## src/rtl/crt_pkg.sv

```systemverilog
package crt_pkg;

   // Control byte; the bit order is fixed because software decodes it.
   typedef struct packed {
      logic ovf_flag;   // bit 7
      logic ext_flag;   // bit 6
      logic rx_sel;     // bit 5
      logic tx_sel;     // bit 4
      logic ext_en;     // bit 3
      logic run;        // bit 2
      logic src_ext;    // bit 1
      logic cap_mode;   // bit 0
   } crt_ctrl_t;

   localparam int CRT_BYTE_W = 8;

   function automatic logic crt_is_baud(crt_ctrl_t c);
      return c.rx_sel | c.tx_sel;
   endfunction

endpackage

```

## src/rtl/crt_pin_sync.sv

```systemverilog
module crt_pin_sync #(
   parameter int STAGES = 2
) (
   input  logic clk,
   input  logic rst_n,
   input  logic pin_i,
   output logic fall_o
);

   logic [STAGES:0] stg_q;

   generate
      for (genvar s = 0; s <= STAGES; s++) begin : g_stg
         if (s == 0) begin : g_first
            always_ff @(posedge clk or negedge rst_n) begin
               if (!rst_n) stg_q[0] <= 1'b0;
               else        stg_q[0] <= pin_i;
            end
         end else begin : g_next
            always_ff @(posedge clk or negedge rst_n) begin
               if (!rst_n) stg_q[s] <= 1'b0;
               else        stg_q[s] <= stg_q[s-1];
            end
         end
      end
   endgenerate

   // Falling edge: the older sample is high, the newer one is low.
   assign fall_o = stg_q[STAGES] & ~stg_q[STAGES-1];

endmodule

```

## src/rtl/crt_step_gen.sv

```systemverilog
module crt_step_gen #(
   parameter int BAUD_PRESCALE = 2
) (
   input  logic clk,
   input  logic rst_n,
   input  logic run_i,
   input  logic src_ext_i,
   input  logic baud_i,
   input  logic tick_i,
   input  logic ext_fall_i,
   output logic inc_o
);

   logic baud_step;
   logic int_step;

   generate
      if (BAUD_PRESCALE == 1) begin : g_nodiv
         assign baud_step = 1'b1;
      end else begin : g_div
         localparam int PW = $clog2(BAUD_PRESCALE);
         localparam logic [PW-1:0] LAST = PW'(BAUD_PRESCALE - 1);
         logic [PW-1:0] pre_q;
         always_ff @(posedge clk or negedge rst_n) begin
            if (!rst_n)
               pre_q <= '0;
            else if (run_i && baud_i && !src_ext_i)
               pre_q <= (pre_q == LAST) ? '0 : pre_q + PW'(1);
            else
               pre_q <= '0;
         end
         assign baud_step = (pre_q == LAST);
      end
   endgenerate

   assign int_step = baud_i ? baud_step : tick_i;
   assign inc_o    = run_i & (src_ext_i ? ext_fall_i : int_step);

endmodule

```

## src/rtl/crt_ctrl_reg.sv

```systemverilog
module crt_ctrl_reg
   import crt_pkg::*;
(
   input  logic      clk,
   input  logic      rst_n,
   input  logic      we_i,
   input  logic [7:0] wr_data_i,
   input  logic      set_ovf_i,
   input  logic      set_ext_i,
   output crt_ctrl_t ctrl_o
);

   crt_ctrl_t ctrl_q;
   crt_ctrl_t ctrl_d;

   // Hardware flag sets take priority over a software write in the same cycle.
   always_comb begin
      ctrl_d = ctrl_q;
      if (we_i)      ctrl_d          = crt_ctrl_t'(wr_data_i);
      if (set_ovf_i) ctrl_d.ovf_flag = 1'b1;
      if (set_ext_i) ctrl_d.ext_flag = 1'b1;
   end

   always_ff @(posedge clk or negedge rst_n) begin
      if (!rst_n) ctrl_q <= '0;
      else        ctrl_q <= ctrl_d;
   end

   assign ctrl_o = ctrl_q;

endmodule

```

## src/rtl/crt_count_core.sv

```systemverilog
module crt_count_core #(
   parameter  int CNT_W = 16,
   localparam int NB    = CNT_W / 8
) (
   input  logic             clk,
   input  logic             rst_n,
   input  logic             inc_i,
   input  logic             trig_i,
   input  logic             reload_mode_i,
   input  logic [NB-1:0]    cnt_we_i,
   input  logic [NB-1:0]    cap_we_i,
   input  logic [7:0]       wr_data_i,
   output logic [CNT_W-1:0] cnt_o,
   output logic [CNT_W-1:0] cap_o,
   output logic             ovf_o
);

   logic [CNT_W-1:0] cnt_q, cap_q;
   logic [CNT_W-1:0] cnt_hw, cap_hw;
   logic [CNT_W-1:0] cnt_d, cap_d;

   assign ovf_o = inc_i & (&cnt_q);

   always_comb begin
      cnt_hw = cnt_q;
      if (inc_i)                  cnt_hw = cnt_q + CNT_W'(1);
      if (ovf_o)                  cnt_hw = reload_mode_i ? cap_q : '0;
      if (trig_i && reload_mode_i) cnt_hw = cap_q;
      cap_hw = cap_q;
      if (trig_i && !reload_mode_i) cap_hw = cnt_q;
   end

   // Software byte writes override the hardware update lane by lane.
   generate
      for (genvar b = 0; b < NB; b++) begin : g_lane
         assign cnt_d[b*8 +: 8] = cnt_we_i[b] ? wr_data_i : cnt_hw[b*8 +: 8];
         assign cap_d[b*8 +: 8] = cap_we_i[b] ? wr_data_i : cap_hw[b*8 +: 8];
      end
   endgenerate

   always_ff @(posedge clk or negedge rst_n) begin
      if (!rst_n) begin
         cnt_q <= '0;
         cap_q <= '0;
      end else begin
         cnt_q <= cnt_d;
         cap_q <= cap_d;
      end
   end

   assign cnt_o = cnt_q;
   assign cap_o = cap_q;

endmodule

```

## src/rtl/cap_reload_tmr.sv

```systemverilog
module cap_reload_tmr
   import crt_pkg::*;
#(
   parameter  int CNT_W         = 16,
   parameter  int SYNC_STAGES   = 2,
   parameter  int BAUD_PRESCALE = 2,
   localparam int NB            = CNT_W / 8,
   localparam int ADDR_W        = $clog2(2 * NB + 1)
) (
   input  logic              clk,
   input  logic              rst_n,
   input  logic              tick_i,
   input  logic              cnt_pin_i,
   input  logic              trig_pin_i,
   input  logic              t1_ovf_i,
   input  logic              wr_en_i,
   input  logic [ADDR_W-1:0] wr_addr_i,
   input  logic [7:0]        wr_data_i,
   input  logic [ADDR_W-1:0] rd_addr_i,
   output logic [7:0]        rd_data_o,
   output logic              ovf_flag_o,
   output logic              ext_flag_o,
   output logic              irq_o,
   output logic              rx_sel_o,
   output logic              tx_sel_o,
   output logic              rx_baud_o,
   output logic              tx_baud_o
);

   generate
      if (CNT_W < 8 || (CNT_W % 8) != 0) begin : g_bad_width
         $error("CNT_W must be a non-zero multiple of 8");
      end
      if (SYNC_STAGES < 1) begin : g_bad_sync
         $error("SYNC_STAGES must be at least 1");
      end
      if (BAUD_PRESCALE < 1) begin : g_bad_pre
         $error("BAUD_PRESCALE must be at least 1");
      end
   endgenerate

   crt_ctrl_t        ctrl_q;
   logic             baud;
   logic             cnt_fall, trig_fall;
   logic             inc, trig_evt, core_ovf, ovf_q;
   logic             ctrl_we;
   logic [NB-1:0]    cnt_we, cap_we;
   logic [CNT_W-1:0] cnt_q, cap_q;

   assign baud     = crt_is_baud(ctrl_q);
   assign ctrl_we  = wr_en_i && (wr_addr_i == '0);
   assign trig_evt = trig_fall & ctrl_q.ext_en & ~baud;

   generate
      for (genvar b = 0; b < NB; b++) begin : g_dec
         assign cnt_we[b] = wr_en_i && (wr_addr_i == ADDR_W'(1 + b));
         assign cap_we[b] = wr_en_i && (wr_addr_i == ADDR_W'(1 + NB + b));
      end
   endgenerate

   crt_pin_sync #(.STAGES(SYNC_STAGES)) u_cnt_sync (
      .clk    (clk),
      .rst_n  (rst_n),
      .pin_i  (cnt_pin_i),
      .fall_o (cnt_fall)
   );

   crt_pin_sync #(.STAGES(SYNC_STAGES)) u_trig_sync (
      .clk    (clk),
      .rst_n  (rst_n),
      .pin_i  (trig_pin_i),
      .fall_o (trig_fall)
   );

   crt_step_gen #(.BAUD_PRESCALE(BAUD_PRESCALE)) u_step (
      .clk        (clk),
      .rst_n      (rst_n),
      .run_i      (ctrl_q.run),
      .src_ext_i  (ctrl_q.src_ext),
      .baud_i     (baud),
      .tick_i     (tick_i),
      .ext_fall_i (cnt_fall),
      .inc_o      (inc)
   );

   crt_count_core #(.CNT_W(CNT_W)) u_core (
      .clk           (clk),
      .rst_n         (rst_n),
      .inc_i         (inc),
      .trig_i        (trig_evt),
      .reload_mode_i (~ctrl_q.cap_mode | baud),
      .cnt_we_i      (cnt_we),
      .cap_we_i      (cap_we),
      .wr_data_i     (wr_data_i),
      .cnt_o         (cnt_q),
      .cap_o         (cap_q),
      .ovf_o         (core_ovf)
   );

   crt_ctrl_reg u_ctrl (
      .clk       (clk),
      .rst_n     (rst_n),
      .we_i      (ctrl_we),
      .wr_data_i (wr_data_i),
      .set_ovf_i (core_ovf & ~baud),
      .set_ext_i (trig_evt),
      .ctrl_o    (ctrl_q)
   );

   always_ff @(posedge clk or negedge rst_n) begin
      if (!rst_n) ovf_q <= 1'b0;
      else        ovf_q <= core_ovf;
   end

   always_comb begin
      rd_data_o = '0;
      if (rd_addr_i == '0) rd_data_o = ctrl_q;
      for (int b = 0; b < NB; b++) begin
         if (rd_addr_i == ADDR_W'(1 + b))      rd_data_o = cnt_q[b*8 +: 8];
         if (rd_addr_i == ADDR_W'(1 + NB + b)) rd_data_o = cap_q[b*8 +: 8];
      end
   end

   assign ovf_flag_o = ctrl_q.ovf_flag;
   assign ext_flag_o = ctrl_q.ext_flag;
   assign irq_o      = ctrl_q.ovf_flag | ctrl_q.ext_flag;
   assign rx_sel_o   = ctrl_q.rx_sel;
   assign tx_sel_o   = ctrl_q.tx_sel;
   assign rx_baud_o  = ctrl_q.rx_sel ? ovf_q : t1_ovf_i;
   assign tx_baud_o  = ctrl_q.tx_sel ? ovf_q : t1_ovf_i;

endmodule

```

## config.mk

```make
export PLATFORM = sky130hd
export DESIGN_NAME = cap_reload_tmr
export DESIGN_NICKNAME = d
export VERILOG_FILES = /design/src/rtl/crt_pkg.sv /design/src/rtl/crt_pin_sync.sv /design/src/rtl/crt_step_gen.sv /design/src/rtl/crt_ctrl_reg.sv /design/src/rtl/crt_count_core.sv /design/src/rtl/cap_reload_tmr.sv
export SDC_FILE = /design/constraint.sdc
export NUM_CORES = 1
export LEC_CHECK = 0
export ABC_CLOCK_PERIOD_IN_PS = 6350
export CAP_MARGIN = 40
export CORE_MARGIN = 10
export CORE_UTILIZATION = 60
export CTS_CLUSTER_DIAMETER = 200
export DETAILED_ROUTE_END_ITERATION = 16
export GPL_TIMING_DRIVEN = 0
export PLACE_DENSITY = 0.84
export SETUP_SLACK_MARGIN = 0.4
export SLEW_MARGIN = 20
export SYNTH_ARGS = -nofsm -noshare
export SYNTH_HDL_FRONTEND = slang
export SYNTH_HIERARCHICAL = 1
export SYNTH_SLANG_ARGS = --single-unit
```

## constraint.sdc

```tcl
create_clock -name clk -period 6.35 [get_ports clk]
set_input_delay 0.635 -clock clk [delete_from_list [all_inputs] [get_ports clk]]
set_output_delay 0.635 -clock clk [all_outputs]
set_load 0.03 [all_outputs]
```

==> flow_summary.ini <==
[floorplanning]
io_pins = 36
start_util_pct = 63.3
coreArea_um2 = 5240
dieArea_um2 = 8890
rows = 26
die_width_um = 94.3
fp.dieH_um = 94.3

[power]
power.density_nw_per_um2 = 317
switching_share_pct = 40.6
power_leakage_nw = 1.67
ir_worst_vdd_mv = 0.182
p_switching_w = 0.000500
sequentialPowerShare_pct = 38.6
p_comb_share_pct = 42.1
p_clk_share_pct = 19.3
internal_power_w = 0.000731

[final_layout]
syn_to_final_growth_pct = 17.4
final_util_pct = 74.3
diodes = 0
drive_gt1_share_pct = 10.3
nNetsFinal = 447

[logic_synthesis]
synth_top_area_share_pct = 36.3
yosys_warnings = 6
yosys_register_bits = 48
synth.distinct_cells = 57
synthCells = 381
synth_ff_type = dfrtp_1
avgSynthCellArea_um2 = 8.70
synth_fp_nets = 403
synth-edff-count = 0
synth_top_area_cell = dfrtp_1
synthArstFlopShare_pct = 100
syn_area_um2 = 3310
ys_seq_area_share_pct = 36.3
synth_area_leaders = dfrtp_1 (36%), mux2_2 (4.8%), nand2_1 (4.8%)

[global_route]
grt_first_pass_wirelength_mm = 16.6
grt_pass1_vias = 3193
grt_usage_pct = 24.1
grt_max_degree = 31
antenna_found_initial = 0
globalRoute.totalOverflow = 0

[worst_setup_path]
worst_ep_required_time_ns = 5.71
ff2ff_path_depth = 11
slowest_stage = clkdlybuf4s50_1
path_delay_family = buffers and inverters
critPathKind = in -> out
slowest_delay_ns = 0.68
cp.arrival_ns = 2.62
end_kind = primary output
r2r_start = u_ctrl/ctrl_o[5]
r2r_setup_slack_ns = 3.20
critPathBufInv = 2
r2r-end = u_core/cnt_o[8]
cp_cell_sequence = clkdlybuf4s50_1 -> nor3b_2 -> a221o_1 -> clkdlybuf4s50_1
crit_fanout = 8
start_kind = input port
cp_common_cell = clkdlybuf4s50_1

[timing]
report.final.slew_viol_count = 0
fin_setup_tns_ns = 0
whs_ns = 0.281
fmax_mhz = 307
period_share_pct = 51.3
max_slew_margin_pct = 56.3
tightestPinTransition_ns = 0.650
rsz0062_at_grt = no
skew_ns = 0.00688
min_period_ns = 3.26
hold_viol = 0
setup_viol = 0

[clock_tree]
clock-sinks = 48
cts_tree = done
worstSkewPairLatency_ns = 0.31
path_clk_slew_ns = 0.09
h-tree-depth = 2
cts_resized = 0
cts_buffers = 5
cts_root_buffer = clkbuf_8
postCtsSetupRepairBufs = 0
ctsHoldBuffers = 0
clockBufferDepth = 2

[min_path]
hold_path.class = in -> async

[placement]
gp_congestion = 0.995
portBuffers = 34
hpwl_mm = 7.83

[routing]
route.detailed.drc = 0
first_pass_iters = 5
vias = 3399
drtIter0Drc = 423
wire_per_inst_um = 21.8
routed_wl_mm = 10.8
ant_nets = 0
routed_via_density = 6.85

[flow_run]
drv_cap = 0

[outcome]
status = finished, final reports clean
-- layout by cell type (no fill, tap or decap), types with 12 or more instances in the layout --
| cell | n |
|---|---|
| dfrtp_1 | 48 |
| nand2_1 | 42 |
| clkdlybuf4s50_1 | 33 |
| nor2_1 | 29 |
| a21oi_1 | 28 |
| o21ai_0 | 24 |
| clkbuf_1 | 19 |
| mux2i_1 | 15 |
| inv_1 | 14 |
| mux2_2 | 14 |
| a211o_1 | 12 |
-- synth_stat cells, types with 10 or more instances --
| cell | instances |
|---|---|
| dfrtp_1 | 48 |
| nand2_1 | 42 |
| nor2_1 | 29 |
| a21oi_1 | 28 |
| o21ai_0 | 24 |
| clkbuf_1 | 19 |
| mux2i_1 | 15 |
| inv_1 | 14 |
| mux2_2 | 14 |
| a211o_1 | 12 |
| a31oi_1 | 10 |
| o22ai_1 | 10 |
-- area by class of cell --
| class | count | area (um2) |
|---|---|---|
| Multi-Input combinational cell | 289 | 1910 |
| Clock buffer | 6 | 82.6 |
| Sequential cell | 48 | 1200 |
| Tap cell | 70 | 87.6 |
| Timing Repair Buffer | 37 | 368 |
| Buffer | 30 | 150 |
| Fill cell | 416 | 1350 |
| Clock inverter | 2 | 38.8 |
| Inverter | 14 | 52.6 |
-- layer usage --
metal  up-vias  GRT usage [%]  share of wire [%]
met5         -              0                  0
met2       265           37.0                 45
met3        44           6.87                 11
met1      1598           30.3                 40
met4         0           12.2                3.9
li1       1492              -                  -
-- cell families (layout without fill, tap and decap cells) --
| kind of cell | count (synthesis) | count (layout) | share of synthesized area [%] |
|---|---|---|---|
| AOI/OAI and AO/OA | 125 | 125 | 25.8 |
| and+or+nand+nor | 123 | 123 | 18.4 |
| DFF | 48 | 48 | 36.3 |
| buffers and inverters | 44 | 89 | 6.12 |
| muxes | 32 | 32 | 10.9 |
| xor gates and xnor gates | 8 | 8 | 2.11 |
| adders and majority gates | 1 | 1 | 0.378 |
-- power by group through the flow --
stage | clock network (W) | registers (W) | logic [W]
final | 0.000238 | 0.000476 | 0.000518
after global routing | 0.000259 | 0.000486 | 0.000558
after global placement | 0 | 0.000474 | 0.000489
after floorplan | 0 | 0.000459 | 0.000351
after detailed placement | 0 | 0.000478 | 0.000502
after CTS | 0.000239 | 0.000472 | 0.000506
-- registers in the layout, indices dropped and copies added, names as in the netlist --
signal and count:
u_step/baud_step 1, ovf_q 1, u_cnt_sync/stg_q 3, u_core/cnt_o 16, u_trig_sync/stg_q 3, u_core/cap_o 16
u_ctrl/ctrl_o 8
-- worst max-delay path by stage --
stage                     startpoint               to  cells past startpoint
global placement              tick_i  u_core/cnt_o[6]                      9
detailed placement      rd_addr_i[0]     rd_data_o[7]                      4
CTS                     rd_addr_i[0]     rd_data_o[7]                      4
floorplan           u_ctrl/ctrl_o[5]  u_core/cnt_o[5]                     10
global route            rd_addr_i[0]     rd_data_o[7]                      4
finish                  rd_addr_i[0]     rd_data_o[7]                      4
-- through the flow --
stage	area [um2]	total power, W	instances	worst slack, ns
after floorplan	3310	0.000810	381	3.64
after global placement	3740	0.000963	485	2.75
after detailed placement	3770	0.000980	488	3.10
after CTS	3890	0.00122	496	3.09
after global routing	3890	0.00130	496	2.99
final	3890	0.00123	496	3.09
No activity file was read; power rests on OpenSTA's default activity.
